**src/rtl/eerd_pkg.sv**
```systemverilog
package eerd_pkg;

  localparam int WORD_W = 16;
  localparam int STA_W  = 48;

  typedef enum logic [2:0] {
    ENG_IDLE,
    ENG_PRE,
    ENG_CMD,
    ENG_GAP,
    ENG_DATA,
    ENG_POST
  } eng_state_t;

  typedef enum logic [1:0] {
    SEQ_LAUNCH,
    SEQ_WAIT,
    SEQ_FINISH
  } seq_state_t;

  typedef struct packed {
    logic cs;
    logic sk;
    logic di;
  } ee_pins_t;

endpackage

```
**src/rtl/eerd_rst_sync.sv**
```systemverilog
module eerd_rst_sync (
  input  logic clk,
  input  logic arst_n,
  output logic rst_n_o
);

  logic s0_q, s1_q;

  always_ff @(posedge clk or negedge arst_n) begin
    if (!arst_n) begin
      s0_q <= 1'b0;
      s1_q <= 1'b0;
    end else begin
      s0_q <= 1'b1;
      s1_q <= s0_q;
    end
  end

  assign rst_n_o = s1_q;

endmodule

```
**src/rtl/eerd_halfdiv.sv**
```systemverilog
module eerd_halfdiv #(
  parameter int HALF_DIV = 4
) (
  input  logic clk,
  input  logic rst_n,
  input  logic run,
  output logic tick
);

  localparam int CW = (HALF_DIV > 1) ? $clog2(HALF_DIV) : 1;
  localparam logic [CW-1:0] LAST = CW'(HALF_DIV - 1);

  logic [CW-1:0] cnt_q, cnt_n;

  always_comb begin
    cnt_n = cnt_q;
    if (!run)               cnt_n = '0;
    else if (cnt_q == LAST) cnt_n = '0;
    else                    cnt_n = cnt_q + 1'b1;
  end

  always_ff @(posedge clk or negedge rst_n) begin
    if (!rst_n) cnt_q <= '0;
    else        cnt_q <= cnt_n;
  end

  assign tick = run && (cnt_q == LAST);

endmodule

```
**src/rtl/eerd_engine.sv**
```systemverilog
module eerd_engine
  import eerd_pkg::*;
#(
  parameter int ADDR_W = 6,
  parameter int DATA_W = 16
) (
  input  logic              clk,
  input  logic              rst_n,
  input  logic              start,
  input  logic [ADDR_W-1:0] addr,
  input  logic              tick,
  input  logic              sdo,
  output logic              busy,
  output logic              cs,
  output logic              sk,
  output logic              di,
  output logic              fin,
  output logic [DATA_W-1:0] word
);

  localparam int CMD_W = ADDR_W + 5;
  localparam int MAXB  = (CMD_W > DATA_W) ? CMD_W : DATA_W;
  localparam int BCW   = $clog2(MAXB);

  eng_state_t        st_q, st_n;
  logic [CMD_W-1:0]  cmd_q, cmd_n;
  logic [DATA_W-1:0] dat_q, dat_n;
  logic [BCW-1:0]    bit_q, bit_n;
  logic              hi_q, hi_n;
  ee_pins_t          pin_q, pin_n;
  logic              upd;

  // frame: pad 00, start 1, read opcode 10, address
  logic [CMD_W-1:0] frame;
  assign frame = {2'b00, 3'b110, addr};

  always_comb begin
    st_n  = st_q;
    cmd_n = cmd_q;
    dat_n = dat_q;
    bit_n = bit_q;
    hi_n  = hi_q;
    pin_n = pin_q;
    fin   = 1'b0;
    case (st_q)
      ENG_IDLE: begin
        if (start) begin
          st_n  = ENG_PRE;
          cmd_n = frame;
          pin_n = '{cs: 1'b0, sk: 1'b0, di: 1'b0};
        end
      end
      ENG_PRE: begin
        if (tick) begin
          st_n  = ENG_CMD;
          bit_n = BCW'(CMD_W - 1);
          hi_n  = 1'b0;
          pin_n = '{cs: 1'b1, sk: 1'b0, di: cmd_q[CMD_W-1]};
        end
      end
      ENG_CMD: begin
        if (tick) begin
          if (!hi_q) begin
            hi_n     = 1'b1;
            pin_n.sk = 1'b1;
          end else if (bit_q == '0) begin
            st_n  = ENG_GAP;
            pin_n = '{cs: 1'b1, sk: 1'b0, di: 1'b0};
          end else begin
            bit_n = bit_q - 1'b1;
            cmd_n = {cmd_q[CMD_W-2:0], 1'b0};
            hi_n  = 1'b0;
            pin_n = '{cs: 1'b1, sk: 1'b0, di: cmd_q[CMD_W-2]};
          end
        end
      end
      ENG_GAP: begin
        if (tick) begin
          st_n  = ENG_DATA;
          hi_n  = 1'b1;
          bit_n = BCW'(DATA_W - 1);
          pin_n = '{cs: 1'b1, sk: 1'b1, di: 1'b0};
        end
      end
      ENG_DATA: begin
        if (tick) begin
          if (hi_q) begin
            dat_n = {dat_q[DATA_W-2:0], sdo};
            hi_n  = 1'b0;
            pin_n = '{cs: 1'b1, sk: 1'b0, di: 1'b0};
          end else if (bit_q == '0) begin
            st_n  = ENG_POST;
            pin_n = '{cs: 1'b0, sk: 1'b0, di: 1'b0};
          end else begin
            bit_n = bit_q - 1'b1;
            hi_n  = 1'b1;
            pin_n = '{cs: 1'b1, sk: 1'b1, di: 1'b0};
          end
        end
      end
      ENG_POST: begin
        if (tick) begin
          st_n = ENG_IDLE;
          fin  = 1'b1;
        end
      end
      default: st_n = ENG_IDLE;
    endcase
  end

  assign upd = tick || (st_q == ENG_IDLE && start);

  always_ff @(posedge clk or negedge rst_n) begin
    if (!rst_n) begin
      st_q  <= ENG_IDLE;
      cmd_q <= '0;
      dat_q <= '0;
      bit_q <= '0;
      hi_q  <= 1'b0;
      pin_q <= '0;
    end else if (upd) begin
      st_q  <= st_n;
      cmd_q <= cmd_n;
      dat_q <= dat_n;
      bit_q <= bit_n;
      hi_q  <= hi_n;
      pin_q <= pin_n;
    end
  end

  assign busy = (st_q != ENG_IDLE);
  assign cs   = pin_q.cs;
  assign sk   = pin_q.sk;
  assign di   = pin_q.di;
  assign word = dat_q;

  AST_DI_HELD_SK_HIGH: assert property (@(posedge clk) disable iff (!rst_n)
    (sk && $past(sk)) |-> (di == $past(di)));
  AST_DI_SET_BEFORE_RISE: assert property (@(posedge clk) disable iff (!rst_n)
    $rose(sk) |-> $stable(di));
  AST_PINS_QUIET_IDLE: assert property (@(posedge clk) disable iff (!rst_n)
    (st_q == ENG_IDLE) |-> (!cs && !sk && !di));
  AST_NO_RESTART: assert property (@(posedge clk) disable iff (!rst_n)
    (st_q != ENG_IDLE && !tick) |=> ($stable(st_q) && $stable(bit_q) && $stable(hi_q)));
  AST_CS_LOW_AT_END: assert property (@(posedge clk) disable iff (!rst_n)
    fin |-> (!cs && !sk));

endmodule

```
**src/rtl/eerd_autoload.sv**
```systemverilog
module eerd_autoload
  import eerd_pkg::*;
#(
  parameter int ADDR_W     = 6,
  parameter int LOAD_FIRST = 0,
  parameter int LOAD_LAST  = 15,
  parameter int STA_WORD   = 10
) (
  input  logic              clk,
  input  logic              rst_n,
  input  logic              fin,
  input  logic [WORD_W-1:0] word,
  output logic              launch,
  output logic [ADDR_W-1:0] addr,
  output logic              active,
  output logic [STA_W-1:0]  station,
  output logic              sta_valid
);

  localparam int NSLOT = STA_W / WORD_W;

  seq_state_t        st_q, st_n;
  logic [ADDR_W-1:0] idx_q, idx_n;
  logic [STA_W-1:0]  sta_q, sta_n;
  logic [NSLOT-1:0]  slot_hit;
  logic              got;

  assign got = (st_q == SEQ_WAIT) && fin;

  for (genvar j = 0; j < NSLOT; j++) begin : g_slot
    assign slot_hit[j] = got && (idx_q == ADDR_W'(STA_WORD + j));
  end

  always_comb begin
    st_n  = st_q;
    idx_n = idx_q;
    case (st_q)
      SEQ_LAUNCH: st_n = SEQ_WAIT;
      SEQ_WAIT: begin
        if (fin) begin
          if (idx_q == ADDR_W'(LOAD_LAST)) begin
            st_n = SEQ_FINISH;
          end else begin
            st_n  = SEQ_LAUNCH;
            idx_n = idx_q + 1'b1;
          end
        end
      end
      default: st_n = SEQ_FINISH;
    endcase
  end

  // byte 2k of the image is the low byte of word k and goes out first
  always_comb begin
    sta_n = sta_q;
    for (int j = 0; j < NSLOT; j++) begin
      if (slot_hit[j]) sta_n[STA_W-1-WORD_W*j -: WORD_W] = {word[7:0], word[15:8]};
    end
  end

  always_ff @(posedge clk or negedge rst_n) begin
    if (!rst_n) begin
      st_q  <= SEQ_LAUNCH;
      idx_q <= ADDR_W'(LOAD_FIRST);
      sta_q <= '0;
    end else begin
      st_q  <= st_n;
      idx_q <= idx_n;
      if (got) sta_q <= sta_n;
    end
  end

  assign launch    = (st_q == SEQ_LAUNCH);
  assign addr      = idx_q;
  assign active    = (st_q != SEQ_FINISH);
  assign station   = sta_q;
  assign sta_valid = (st_q == SEQ_FINISH);

  AST_STA_STICKY: assert property (@(posedge clk) disable iff (!rst_n)
    $past(sta_valid) |-> sta_valid);
  AST_LOAD_RANGE: assert property (@(posedge clk) disable iff (!rst_n)
    launch |-> (idx_q >= ADDR_W'(LOAD_FIRST) && idx_q <= ADDR_W'(LOAD_LAST)));
  AST_STATION_FROZEN: assert property (@(posedge clk) disable iff (!rst_n)
    sta_valid |-> $stable(sta_q));

endmodule

```
**src/rtl/eeprom_word_reader.sv**
```systemverilog
module eeprom_word_reader
  import eerd_pkg::*;
#(
  parameter int ADDR_W     = 6,
  parameter int HALF_DIV   = 4,
  parameter bit AUTOLOAD   = 1'b1,
  parameter int LOAD_FIRST = 0,
  parameter int LOAD_LAST  = 15,
  parameter int STA_WORD   = 10
) (
  input  logic              clk,
  input  logic              rst_n,
  input  logic              start,
  input  logic [ADDR_W-1:0] word_addr,
  output logic              busy,
  output logic              done,
  output logic [WORD_W-1:0] rdata,
  output logic              ee_cs,
  output logic              ee_sk,
  output logic              ee_di,
  input  logic              ee_do,
  output logic [STA_W-1:0]  station_addr,
  output logic              station_valid
);

  logic              rst_i;
  logic              tick;
  logic              eng_busy, eng_fin, eng_start;
  logic [ADDR_W-1:0] eng_addr;
  logic [WORD_W-1:0] eng_word;
  logic              seq_launch, seq_active;
  logic [ADDR_W-1:0] seq_addr;
  logic              host_go;
  logic              own_q, own_n;
  logic              done_q, done_n;
  logic [WORD_W-1:0] rd_q, rd_n;

  eerd_rst_sync u_rst (
    .clk     (clk),
    .arst_n  (rst_n),
    .rst_n_o (rst_i)
  );

  eerd_halfdiv #(.HALF_DIV(HALF_DIV)) u_div (
    .clk   (clk),
    .rst_n (rst_i),
    .run   (eng_busy),
    .tick  (tick)
  );

  eerd_engine #(.ADDR_W(ADDR_W), .DATA_W(WORD_W)) u_eng (
    .clk   (clk),
    .rst_n (rst_i),
    .start (eng_start),
    .addr  (eng_addr),
    .tick  (tick),
    .sdo   (ee_do),
    .busy  (eng_busy),
    .cs    (ee_cs),
    .sk    (ee_sk),
    .di    (ee_di),
    .fin   (eng_fin),
    .word  (eng_word)
  );

  if (AUTOLOAD) begin : g_load
    eerd_autoload #(
      .ADDR_W     (ADDR_W),
      .LOAD_FIRST (LOAD_FIRST),
      .LOAD_LAST  (LOAD_LAST),
      .STA_WORD   (STA_WORD)
    ) u_seq (
      .clk       (clk),
      .rst_n     (rst_i),
      .fin       (eng_fin),
      .word      (eng_word),
      .launch    (seq_launch),
      .addr      (seq_addr),
      .active    (seq_active),
      .station   (station_addr),
      .sta_valid (station_valid)
    );
  end else begin : g_noload
    assign seq_launch    = 1'b0;
    assign seq_addr      = '0;
    assign seq_active    = 1'b0;
    assign station_addr  = '0;
    assign station_valid = 1'b0;
  end

  assign busy      = eng_busy || seq_active;
  assign host_go   = start && !busy;
  assign eng_start = seq_launch || host_go;
  assign eng_addr  = seq_launch ? seq_addr : word_addr;

  always_comb begin
    own_n  = own_q;
    done_n = 1'b0;
    rd_n   = rd_q;
    if (host_go) begin
      own_n = 1'b1;
    end else if (eng_fin) begin
      own_n = 1'b0;
      if (own_q) begin
        done_n = 1'b1;
        rd_n   = eng_word;
      end
    end
  end

  always_ff @(posedge clk or negedge rst_i) begin
    if (!rst_i) begin
      own_q  <= 1'b0;
      done_q <= 1'b0;
      rd_q   <= '0;
    end else begin
      own_q  <= own_n;
      done_q <= done_n;
      rd_q   <= rd_n;
    end
  end

  assign done  = done_q;
  assign rdata = rd_q;

  AST_DONE_PULSE: assert property (@(posedge clk) disable iff (!rst_i)
    done |=> !done);
  AST_DONE_NOT_BUSY: assert property (@(posedge clk) disable iff (!rst_i)
    done |-> !busy);
  AST_RDATA_HOLD: assert property (@(posedge clk) disable iff (!rst_i)
    !done |-> $stable(rdata));
  AST_ONE_SOURCE: assert property (@(posedge clk) disable iff (!rst_i)
    $onehot0({seq_launch, host_go}));
  AST_BUSY_AFTER_GO: assert property (@(posedge clk) disable iff (!rst_i)
    host_go |=> busy);

endmodule

```
**config.mk**
```make
export PLATFORM = sky130hd
export DESIGN_NAME = eeprom_word_reader
export DESIGN_NICKNAME = d
export VERILOG_FILES = /design/src/rtl/eerd_pkg.sv /design/src/rtl/eerd_rst_sync.sv /design/src/rtl/eerd_halfdiv.sv /design/src/rtl/eerd_engine.sv /design/src/rtl/eerd_autoload.sv /design/src/rtl/eeprom_word_reader.sv
export SDC_FILE = /design/constraint.sdc
export NUM_CORES = 1
export LEC_CHECK = 0
export CELL_PAD_IN_SITES_DETAIL_PLACEMENT = 1
export CELL_PAD_IN_SITES_GLOBAL_PLACEMENT = 1
export CORE_UTILIZATION = 54
export CTS_BUF_LIST = sky130_fd_sc_hd__clkbuf_2
export DETAILED_ROUTE_END_ITERATION = 10
export DONT_BUFFER_PORTS = 1
export PLACE_DENSITY_LB_ADDON = 0.1
export SYNTH_ARGS = -nofsm -noshare
export SYNTH_HDL_FRONTEND = slang
export SYNTH_HIERARCHICAL = 1
export SYNTH_SLANG_ARGS = --single-unit
```
**constraint.sdc**
```tcl
create_clock -name clk -period 4.3 [get_ports clk]
set_input_delay 0.43 -clock clk [delete_from_list [all_inputs] [get_ports clk]]
set_output_delay 0.43 -clock clk [all_outputs]
set_load 0.05 [all_outputs]
```
== Word level (Yosys, flattened, before mapping) ==
Cells that the tools add are included.

* $add $sub $neg: 3
* Multiply operators: 0
* Divide/modulo/power cells: 0
* Magnitude comparators: 0
* Eq/ne operators: 25
* Shift-type cells: 0
* Muxes and demuxes: 58
* Bitwise operators: 2
* Reductions and logical operators: 31

{| class="wikitable"
|+ Operator list
! operator !! number
|-
| 3-bit 2-to-1 mux || 17
|-
| 11-bit 2-to-1 mux || 4
|-
| 4-bit 2-to-1 mux || 7
|-
| 6-bit by 4-bit equality test with 1-bit output (second input constant) || 4
|-
| 11-bit one-hot mux with 2 select lines || 1
|-
| 2-bit by 1-bit inequality test with 1-bit output (second input constant) || 10
|-
| 1-bit 2-to-1 mux || 19
|-
| 3-bit one-hot mux with 6 select lines || 1
|-
| 4-bit one-hot mux with 4 select lines || 1
|-
| 8-bit AND reduction || 2
|-
| 3-bit one-hot mux with 5 select lines || 1
|-
| 6-bit AND reduction || 2
|-
| 11-bit AND reduction || 1
|-
| 2-bit 2-to-1 mux || 4
|-
| 1-bit logical AND || 7
|-
| 7-bit AND reduction || 1
|-
| 6-bit by 1-bit adder with 6-bit output (second input constant) || 1
|-
| 3-bit by 2-bit equality test with 1-bit output (second input constant) || 2
|-
| 3-bit equality test (second input constant) || 2
|-
| 6-bit 2-to-1 mux || 1
|-
| 2-bit inequality test (second input constant) || 3
|-
| 2-bit AND reduction || 3
|-
| 3-bit AND reduction || 2
|-
| 5-bit nonzero test || 1
|-
| other kinds (17) || 22
|}

* Register bits after elaboration: 116
* Bits in latches: 0
* Bits in writable memories: 0
* ROM bits: 0
* Input bits: 10
* Word-level logic and storage cells: 138
* Memories: 0

== Depth between registers and ports, before layout ==
Gate-level depths: netlist of the first run.

* Word-level depth: 8
* Gate-level depth with buffers: 12

== Hierarchy ==
The synthesis of the first run kept the hierarchy.

{| class="wikitable"
|+ By module, submodules not included
! module !! times used !! cells each !! area each (um^2)
|-
| eerd_autoload || 1 || 146 || 2336.0
|-
| eerd_engine || 1 || 164 || 1963.1
|-
| eeprom_word_reader || 1 || 49 || 804.5
|-
| eerd_halfdiv || 1 || 6 || 88.8
|-
| eerd_rst_sync || 1 || 3 || 53.8
|}

== Least setup slack after synthesis of the first run ==
OpenSTA, ideal clock, no wires.

* Path kind: reg2reg
* Start point: register u_eng.st_q[1]
* End point: register g_load.u_seq.sta_q[38], in the netlist g_load.u_seq/station[38]
* Data arrival time: 2.614 ns
* Data required time: 4.175 ns
* Slack: 1.561 ns
* Cell stages (with the launch flop): 13
* Period minus slack after synthesis: 2.739 ns
* Cell sequence: dfrtp_1 -> buf_4 -> nor3_1 -> inv_1 -> and2_2 -> clkbuf_1 -> and3_1 -> and3b_1 -> buf_6 -> and4b_1 -> buf_6 -> buf_12 -> mux2_4

* Word-level cells in the longest chain between the ends: 7
* Elaborated cells on any way between the ends: 8

{| class="wikitable"
|+ RTL lines
! element !! line !! source
|-
| start, declared || eerd_engine.sv:25 || <nowiki>eng_state_t st_q, st_n;</nowiki>
|-
| start signal, assigned || eerd_engine.sv:122 || <nowiki>st_q <= st_n;</nowiki>
|-
| 3-bit nonzero test (*) || eerd_engine.sv:131 || <nowiki>assign busy = (st_q != ENG_IDLE);</nowiki>
|-
| via eng_busy || eeprom_word_reader.sv:28 || <nowiki>logic eng_busy, eng_fin, eng_start;</nowiki>
|-
| 1-bit logical AND (*) || eerd_halfdiv.sv:27 || <nowiki>assign tick = run && (cnt_q == LAST);</nowiki>
|-
| via tick || eeprom_word_reader.sv:27 || <nowiki>logic tick;</nowiki>
|-
| 1-bit 2-to-1 mux (*) || eerd_engine.sv:102 || <nowiki>if (tick) begin</nowiki>
|-
| 1-bit 2-to-1 mux (*) || eerd_engine.sv:45 || <nowiki>case (st_q)</nowiki>
|-
| via eng_fin || eeprom_word_reader.sv:28 ||
|-
| 1-bit logical AND (*) || eerd_autoload.sv:28 || <nowiki>assign got = (st_q == SEQ_WAIT) && fin;</nowiki>
|-
| 1-bit logical AND || eerd_autoload.sv:31 || <nowiki>assign slot_hit[j] = got && (idx_q == ADDR_W'(STA_WORD + j));</nowiki>
|-
| 2-bit AND reduction (no source line) (*) || - ||
|-
| end signal, assigned || eerd_autoload.sv:69 || <nowiki>if (got) sta_q <= sta_n;</nowiki>
|-
| end, declared || eerd_autoload.sv:24 || <nowiki>logic [STA_W-1:0] sta_q, sta_n;</nowiki>
|}

Mark *: on every way through the listed nets, which the timed path passes. The rest lies on a longest branch.
A chain may end at the register's enable or synchronous reset.

== Final worst setup path of the first run ==
* Start point: register u_eng.st_q[0]
* End point: register g_load.u_seq.sta_q[37], in the netlist g_load.u_seq/station[37]

Same word-level chain as after synthesis.

==> results of run 1 <==
## registers in the layout, indices dropped and copies added, names as in the netlist, 2 cells and up
name                  cells
rdata                    16
u_eng/word               16
u_eng/cmd_q              11
g_load.u_seq/station     48
g_load.u_seq/addr         6
g_load.u_seq/st_q         2
u_div/cnt_q               2
u_eng/bit_q               4
u_eng/st_q                3
## through the flow
stage	instance area, um^2	cells
after CTS	5530	513
final	5530	513
after detailed placement	5230	478
after global placement	5230	478
after global routing	5530	513
after floorplan	5250	368
## power groups by stage
| stage | Combinational, W | Clock (W) | Sequential, W |
|---|---|---|---|
| 6_report | 0.0000114 | 0.000774 | 0.00111 |
| 3_5_place_dp | 0.00000918 | 0 | 0.00113 |
| 3_3_place_gp | 0.00000891 | 0 | 0.00113 |
| 4_1_cts | 0.0000116 | 0.000801 | 0.00111 |
| 2_1_floorplan | 0.00000287 | 0 | 0.00113 |
| 5_1_grt | 0.0000129 | 0.000847 | 0.00111 |
## final timing paths
check                               from  depth (start not counted)  slack [ns]                  endpoint
max                        u_eng/st_q[0]                          8        1.13  g_load.u_seq/station[37]
min                         word_addr[0]                          2        0.09            u_eng/cmd_q[0]
max reg2reg                u_eng/st_q[0]                          8        1.13  g_load.u_seq/station[37]
min reg2reg                   u_rst/s0_q                          0        0.40             u_rst/rst_n_o
max in group asynchronous  u_rst/rst_n_o                          1        2.73  g_load.u_seq/station[39]
min in group asynchronous          rst_n                          2        0.53                u_rst/s0_q
## cell usage after synthesis (2+ instances only)
| cell type | count |
|---|---|
| buf_4 | 3 |
| dfrtp_1 | 116 |
| clkbuf_1 | 6 |
| a21o_1 | 2 |
| mux2_2 | 63 |
| or3b_1 | 2 |
| mux2_4 | 34 |
| o21ai_0 | 14 |
| buf_2 | 2 |
| nor3_1 | 3 |
| xnor2_1 | 2 |
| a22oi_1 | 3 |
| nand2_1 | 7 |
| buf_12 | 3 |
| and3_1 | 3 |
| xor2_1 | 2 |
| buf_6 | 8 |
| or2b_1 | 2 |
| nor2_1 | 11 |
| o31ai_1 | 2 |
| a22o_1 | 4 |
| o22a_1 | 2 |
| nor2b_1 | 5 |
| inv_1 | 13 |
| nor3b_2 | 2 |
| a21oi_1 | 5 |
| nand3_1 | 4 |
| nand2b_1 | 2 |
| a32o_1 | 4 |
| and2_1 | 2 |
| ha_1 | 5 |
## area by class of cell
cell class	count	area (um^2)	area share, %
flip-flops and latches	116	2910	52.6
multi-input cells	216	2090	37.7
clock inverters	14	180	3.26
well taps	129	161	2.92
clock buffers	18	90.1	1.63
repair buffers	6	52.6	0.950
inverters	14	52.6	0.950
## worst reg2reg max path: cells and delay by family (launching register included)
| kind | cells | cell delay [ns] |
|---|---|---|
| DFF | 1 | 0.75 |
| buffers and inverters | 2 | 0.48 |
| and+or+nand+nor | 5 | 1.46 |
| muxes | 1 | 0.38 |
## cells by family (layout without fill, tap and decap cells)
family          Yosys count  after routing  share of synthesized area (%)
flops                   116            116                           55.3
xor+xnor                  4              4                          0.668
buf+inv                  36             52                           4.91
simple gates             60             60                           7.89
compound gates           49             49                           6.68
mux                      97             97                           23.3
fa+ha+maj                 5              5                           1.19
other cells               1              1                         0.0715
## repair_timing
item,in CTS,in global routing
hold buffers,3,0
hold endpoints to repair,3,0
setup buffers,0,0
## per-layer routing
metal	vias up	routed length, um
li1	1323	-
met1	1529	4540
met2	70	5510
met3	13	523
met4	0	163
met5	-	0
## cells in the final DEF (no fill, tap or decap), types with 3 or more instances in the layout
cell type,netlist,routed
dfrtp_1,116,115
mux2_2,63,63
mux2_4,34,34
clkbuf_2,0,18
o21ai_0,14,14
inv_1,13,13
nor2_1,11,11
nand2_1,7,7
clkinv_4,0,6
a21oi_1,5,5
ha_1,5,5
nor2b_1,5,5
a32o_1,4,4
nand3_1,4,4
a22o_1,4,4
and3_1,3,3
bufinv_16,0,3
nor3_1,3,3
buf_4,3,3
a22oi_1,3,3
dlygate4sd3_1,0,3
==> impl_metrics.py, run 1 <==
metrics = {
    "status": {
        "outcome": "finished, final reports clean",
    },
    "placement": {
        "hpwl_um": 6930,
        "portBuffers": 0,
        "place_ws_ns": 1.17,
        "gp_congestion": 0.754,
    },
    "power": {
        "internal_power_w": 0.00143,
        "power_density_nw_per_um2": 342,
        "pwr-share-comb_pct": 0.6,
        "switching_share_pct": 24.4,
        "p_leak_nw": 2.72,
        "pwr-share-clk_pct": 40.9,
        "seqPwrFrac_pct": 58.5,
        "power_switching_w": 0.000462,
        "peakVddDrop_v": 0.000140,
        "total_power_w": 0.00189,
    },
    "synth": {
        "synth-seq-cells": 116,
        "synth.top_cell.area_share_pct": 55.3,
        "synth_area_leaders": "dfrtp_1 55%, mux2_2 14%, mux2_4 9.7%, buf_6 1.7%, o21ai_0 1.3%",
        "postSynth.asyncResetShare_pct": 100,
        "synthesis.nets": 383,
        "syn_area_per_cell_um2": 14.3,
        "synth-edff-count": 0,
        "ys_types": 63,
        "yosysTopAreaCell": "dfrtp_1",
        "seq_area_frac_synth_pct": 55.3,
        "yosys_warnings": 6,
        "syn_area_um2": 5250,
        "ys.flop_type": "dfrtp_1",
        "synth_cells": 368,
    },
    "drt": {
        "post_drt_via_cell_ratio": 5.72,
        "final_antenna_net_count": 0,
        "wl_per_cell_um": 20.9,
        "drc": 0,
        "first_pass_iters": 4,
        "drt_iter0_drc": 78,
        "wirelength_um": 10700,
        "route.vias.total": 2935,
    },
    "floorplanning": {
        "rows": 35,
        "initial_core_util_pct": 56.2,
        "core_area_um2": 9330,
        "fp.dieW_um": 101,
        "die_h_um": 101,
        "io_pins": 80,
        "die_area_um2": 10100,
    },
    "clock_network": {
        "clock_latency_ns": 0.66,
        "clock_sinks": 116,
        "cts-htree-levels": 4,
        "cts_tree": "yes",
        "clk_path_buf_depth": 2,
        "cts_root_buf": "clkbuf_2",
        "cts_resized": 0,
        "numCtsBuffers": 17,
        "clk_pin_slew_ns": 0.19,
    },
    "final_layout": {
        "synthToLayoutAreaGrowth_pct": 5.39,
        "n_fill_cell": 901,
        "nNetsFinal": 386,
        "diodes": 0,
        "fin_util_pct": 59.3,
        "drive_gt1_share_pct": 38.5,
    },
    "sta": {
        "relSlewSlack_pct": 26.2,
        "rsz0062_at_grt": "no",
        "worst_slew_pin_slew_ns": 1.11,
        "fin_setup_tns_ns": 0,
        "setup_viol": 0,
        "maxSlewViolCount": 0,
        "skew_ns": 0.0553,
        "period_minus_slack_ns": 3.17,
        "finalCritPeriodShare_pct": 73.8,
        "timing.final.ws_setup_ns": 1.13,
        "finalHoldViolCount": 0,
        "hold_slack_ns": 0.0923,
        "max_freq_ghz": 0.315,
    },
    "global_routing": {
        "grt_busiest_layer": "met2",
        "grt_max_degree": 86,
        "overflow": 0,
        "grt_pass1_vias": 3194,
        "antenna_found_initial": 0,
        "grt_pass1_wl_um": 17500,
        "use_met2_pct": 39.4,
        "grt_util_all_layers_pct": 23.4,
        "use_met3_pct": 6.87,
        "met1_usage_pct": 28.5,
    },
    "worst_setup_path": {
        "cp.required_ns": 4.83,
        "worstPathArrival_ns": 3.70,
        "path_cells": "nor3_1 -> inv_1 -> and2_2 -> and3_1 -> and3b_1 -> and4b_1 -> buf_4 -> mux2_2",
        "critPathKind": "reg2reg",
        "endpoint_kind": "flop",
        "path_max_fanout": 19,
        "slowest_delay_ns": 0.75,
        "startpoint_type": "flop",
        "crit_buf_inv": 2,
        "worst_path_max_delay_cell": "dfrtp_1",
        "critical_path.top_delay_family": "simple AND/OR/NAND/NOR gates",
    },
    "worst_hold_path": {
        "holdCritPathClass": "in2reg",
    },
    "run": {
        "maxCapViolCount": 0,
    },
}
Note: power is estimated with default switching activity, not from simulation.
==> run 2, diff against run 1 <==
==> constraint.sdc (replaced) <==
create_clock -name clk -period 3.1 [get_ports clk]
set_input_delay 0.31 -clock clk [delete_from_list [all_inputs] [get_ports clk]]
set_output_delay 0.31 -clock clk [all_outputs]
set_load 0.05 [all_outputs]
==> impl_metrics.py, run 2 (same netlist as run 1, synthesis figures left out) <==
metrics = {
    "worst_hold_path": {
        "holdCritPathClass": "in2async",
    },
    "power": {
        "p_leak_nw": 2.73,
        "peakVddDrop_v": 0.000254,
        "power_density_nw_per_um2": 440,
    },
    "sta": {
        "worst_slew_pin_slew_ns": 1.04,
        "setup_viol": 0,
        "finalHoldViolCount": 0,
        "skew_ns": 0.0315,
        "max_freq_ghz": 0.370,
        "relSlewSlack_pct": 30.6,
        "maxSlewViolCount": 0,
        "fin_setup_tns_ns": 0,
        "period_minus_slack_ns": 2.71,
        "rsz0062_at_grt": "no",
        "finalCritPeriodShare_pct": 87.3,
    },
    "final_layout": {
        "synthToLayoutAreaGrowth_pct": 6.06,
        "final_common_cell": "dfrtp_1",
        "largest_register_ffs": 48,
        "n_fill_cell": 923,
        "drive_gt1_share_pct": 38.3,
        "nNetsFinal": 396,
        "final_area_um2": 5560,
        "fin_util_pct": 59.7,
        "most-common-layout-cells": "115 x dfrtp_1, 63 x mux2_2, 34 x mux2_4",
        "diodes": 0,
    },
    "worst_setup_path": {
        "endpoint_kind": "flop",
        "critPathKind": "reg2reg",
        "startpoint_type": "flop",
        "cp.required_ns": 3.66,
        "path_max_fanout": 17,
        "worstPathArrival_ns": 3.26,
    },
    "floorplanning": {
        "die_h_um": 101,
        "initial_core_util_pct": 56.2,
        "io_pins": 80,
        "die_area_um2": 10100,
        "rows": 35,
        "core_area_um2": 9330,
        "fp.dieW_um": 101,
    },
    "clock_network": {
        "clk_pin_slew_ns": 0.22,
        "cts_tree": "yes",
        "cts-htree-levels": 4,
        "numCtsBuffers": 17,
        "clock_latency_ns": 0.68,
        "clk_path_buf_depth": 2,
        "cts_root_buf": "clkbuf_2",
        "clock_sinks": 116,
    },
    "placement": {
        "hpwl_um": 6820,
        "placed_cell_area_um2": 5250,
        "portBuffers": 0,
        "gp_congestion": 0.748,
    },
    "drt": {
        "drc": 0,
        "route.vias.total": 2958,
        "post_drt_via_cell_ratio": 5.66,
        "final_antenna_net_count": 0,
        "wl_per_cell_um": 19.8,
        "wirelength_um": 10400,
        "first_pass_iters": 5,
        "drt_iter0_drc": 58,
    },
    "global_routing": {
        "grt_pass1_vias": 3236,
        "antenna_found_initial": 0,
        "overflow": 0,
        "grt_util_all_layers_pct": 23.1,
        "grt_pass1_wl_um": 17400,
        "grt_max_degree": 77,
    },
    "status": {
        "outcome": "finished, final reports clean",
    },
    "run": {
        "maxCapViolCount": 0,
    },
}
## run 2: layer usage
metal	vias to the layer above	wire length (um)	GRT usage [%]
met5	-	0	0
met4	0	80	7.36
met3	6	511	8.32
met2	75	5150	37.8
met1	1532	4620	28.5
li1	1345	-	-
## run 2: power breakdown
group	internal, W	leakage [nW]	switching, W
Clock	0.000236	0.122	0.000652
Combinational	0.0000131	1.03	0.0000132
Sequential	0.00152	1.57	0.0000182
Total	0.00177	2.73	0.000683
## run 2: metrics by stage
step / instances / setup WS [ns] / power [W] / hold WS (ns)
after detailed placement: 481 / 0.398 / 0.00158 / 0.0145
after floorplan: 368 / 0.361 / 0.00157 / 0.0144
final: 523 / 0.394 / 0.00245 / 0.349
after global routing: 523 / 0.199 / 0.00257 / 0.247
after CTS: 523 / 0.376 / 0.00250 / 0.250
after global placement: 481 / 0.515 / 0.00158 / 0.0145
## run 2: final timing paths
| kind | from | cells after the start | endpoint | slack, ns |
|---|---|---|---|---|
| min in group clk | ee_do | 2 | u_eng/word[0] | 0.35 |
| max in group asynchronous | u_rst/rst_n_o | 1 | u_eng/st_q[1] | 1.73 |
| setup reg to reg | u_eng/st_q[0] | 8 | g_load.u_seq/station[47] | 0.39 |
| hold / removal | rst_n | 2 | u_rst/rst_n_o | 0.35 |
| setup / recovery | u_eng/st_q[0] | 8 | g_load.u_seq/station[47] | 0.39 |
| hold reg to reg | u_rst/s0_q | 0 | u_rst/rst_n_o | 0.40 |
## run 2: cell type report
class                      count  area (um^2)  share of cell area [%]
clock buffer                  18         90.1                    1.62
clock inverter                14          123                    2.20
inverter                      14         52.6                   0.944
multi-input combinational    216         2090                    37.5
sequential                   116         2910                    52.2
tap                          129          161                    2.90
timing repair buffer          16          145                    2.61
## run 2: critical path, stage by stage (launching register included)
cell and delay (ns):
dfrtp_1 0.42, nor3_1 0.31, inv_1 0.18, and2_2 0.34, and3_1 0.26, and3b_1 0.30, and4b_1 0.24, buf_4 0.23
mux2_4 0.32
## run 2: repair_timing
item | 4_1_cts | 5_1_grt
setup buffers | 0 | 0
endpoints found under the hold margin | 10 | 0
gates resized for setup | 0 | 0
hold buffers | 10 | 0
==> run 3, diff against run 2 <==
--- a/config.mk
+++ b/config.mk
@@ -7,7 +7,7 @@
 export LEC_CHECK = 0
 export CELL_PAD_IN_SITES_DETAIL_PLACEMENT = 1
 export CELL_PAD_IN_SITES_GLOBAL_PLACEMENT = 1
-export CORE_UTILIZATION = 54
+export CORE_UTILIZATION = 46
 export CTS_BUF_LIST = sky130_fd_sc_hd__clkbuf_2
 export DETAILED_ROUTE_END_ITERATION = 10
 export DONT_BUFFER_PORTS = 1
==> impl_metrics.py, run 3 (same netlist as run 1, synthesis figures left out) <==
metrics = {
    "clock_network": {
        "numCtsBuffers": 17,
        "cts_tree": "yes",
        "cts-htree-levels": 4,
        "clock_latency_ns": 0.67,
        "postCtsHoldBufs": 9,
        "postCtsSetupRepairBufs": 0,
        "clk_path_buf_depth": 2,
        "clk_pin_slew_ns": 0.18,
        "clock_sinks": 116,
        "cts_resized": 0,
        "cts_root_buf": "clkbuf_2",
    },
    "worst_setup_path": {
        "worstPathArrival_ns": 3.27,
        "path_max_fanout": 17,
        "endpoint_kind": "flop",
        "startpoint_type": "flop",
        "reg2reg_depth": 6,
        "cp.required_ns": 3.65,
        "critPathKind": "reg2reg",
    },
    "sta": {
        "period_minus_slack_ns": 2.71,
        "timing.final.ws_setup_ns": 0.387,
        "fin_setup_tns_ns": 0,
        "finalCritPeriodShare_pct": 87.5,
        "maxSlewViolCount": 0,
        "rsz0062_at_grt": "no",
        "setup_viol": 0,
        "max_freq_ghz": 0.369,
        "relSlewSlack_pct": 28.1,
        "worst_slew_pin_slew_ns": 1.08,
        "finalHoldViolCount": 0,
        "skew_ns": 0.0312,
    },
    "floorplanning": {
        "io_pins": 80,
        "initial_core_util_pct": 47.8,
        "rows": 38,
        "fp.dieW_um": 109,
        "die_h_um": 109,
        "core_area_um2": 11000,
        "die_area_um2": 11800,
    },
    "drt": {
        "route.vias.total": 2960,
        "wirelength_um": 10600,
        "wl_met2_um": 5320,
        "final_antenna_net_count": 0,
        "post_drt_via_cell_ratio": 5.53,
        "routed.top_layer": "met4",
        "wl_per_cell_um": 19.8,
        "drt_iter0_drc": 111,
        "dr_wl_met3_um": 556,
        "first_pass_iters": 4,
        "drc": 0,
        "drt-met1-wl_um": 4600,
    },
    "final_layout": {
        "final_common_cell": "dfrtp_1",
        "drive_gt1_share_pct": 38.0,
        "n_fill_cell": 1116,
        "diodes": 0,
        "most-common-layout-cells": "115 x dfrtp_1, 63 x mux2_2, 34 x mux2_4",
        "synthToLayoutAreaGrowth_pct": 6.56,
        "nNetsFinal": 397,
        "largest_register_ffs": 48,
        "instances_no_fill": 535,
    },
    "global_routing": {
        "grt_pass1_vias": 3128,
        "grt_max_degree": 64,
        "grt_pass1_wl_um": 17000,
        "overflow": 0,
        "grt_util_all_layers_pct": 19.7,
        "antenna_found_initial": 0,
    },
    "run": {
        "maxCapViolCount": 0,
    },
    "placement": {
        "hpwl_um": 6930,
        "place_inst": 494,
        "portBuffers": 0,
        "place_ws_ns": 0.416,
        "gp_congestion": 0.833,
    },
    "worst_hold_path": {
        "holdCritPathClass": "in2reg",
        "min_path_cells": 3,
    },
    "power": {
        "peakVddDrop_v": 0.000242,
        "p_leak_nw": 2.74,
        "total_power_w": 0.00243,
        "power_density_nw_per_um2": 434,
    },
    "status": {
        "outcome": "finished, final reports clean",
    },
}
[run 3: cell count changes in the layout (fill, tap and decap cells not counted)]
cell	previous run	this run
inv_8	2	0
inv_6	4	0
bufinv_16	0	1
clkinv_2	0	1
clkbuf_2	18	19
clkinvlp_4	4	3
dlygate4sd3_1	10	9
clkinv_1	0	3
buf_12	0	1
buf_4	6	7
clkinv_4	4	5
[run 3: cell type report]
cell class	count	area [um^2]	share of cell area, %
Clock inverter	13	113	2.01
Tap cell	140	175	3.13
Clock buffer	19	95.1	1.70
Inverter	14	52.6	0.940
Timing Repair Buffer	17	163	2.91
Multi-Input combinational cell	216	2090	37.3
Sequential cell	116	2910	52.0
[run 3: through the flow]
| stage | area [um^2] | hold slack [ns] | utilization (%) |
|---|---|---|---|
| floorplan | 5250 | 0.0144 | - |
| global placement | 5290 | 0.0144 | 48.2 |
| detailed placement | 5290 | 0.0144 | 48.2 |
| CTS | 5590 | 0.00356 | 50.9 |
| global route | 5590 | 0.0169 | 50.9 |
| finish | 5590 | 0.0829 | 50.9 |
[run 3: layer usage]
metal / global-route usage (%) / vias to the layer above
li1: - / 1350
met1: 24.9 / 1542
met2: 31.3 / 58
met3: 6.40 / 10
met4: 7.82 / 0
met5: 0 / -
[run 3: where the power goes]
group	internal (W)	switching (W)	total, W
sequential	0.00152	0.0000161	0.00153
combinational	0.0000140	0.0000167	0.0000307
clock	0.000290	0.000576	0.000866
total	0.00182	0.000609	0.00243
[run 3: worst max-delay path: stages, from the launching register on]
cell and delay, ns:
dfrtp_1 0.53, nor3_1 0.14, inv_1 0.17, and2_2 0.19, and3_1 0.24, and3_1 0.90
mux2_2 0.42
[run 3: path summary, 6_finish.rpt]
kind	start	endpoint	slack [ns]
max	u_eng/st_q[0]	rdata[10]	0.39
min	word_addr[5]	u_eng/cmd_q[5]	0.08
max reg2reg	u_eng/st_q[0]	rdata[10]	0.39
min reg2reg	u_rst/s0_q	u_rst/rst_n_o	0.38
max in group asynchronous	u_rst/rst_n_o	u_eng/cmd_q[8]	1.86
min in group asynchronous	rst_n	u_rst/rst_n_o	0.39
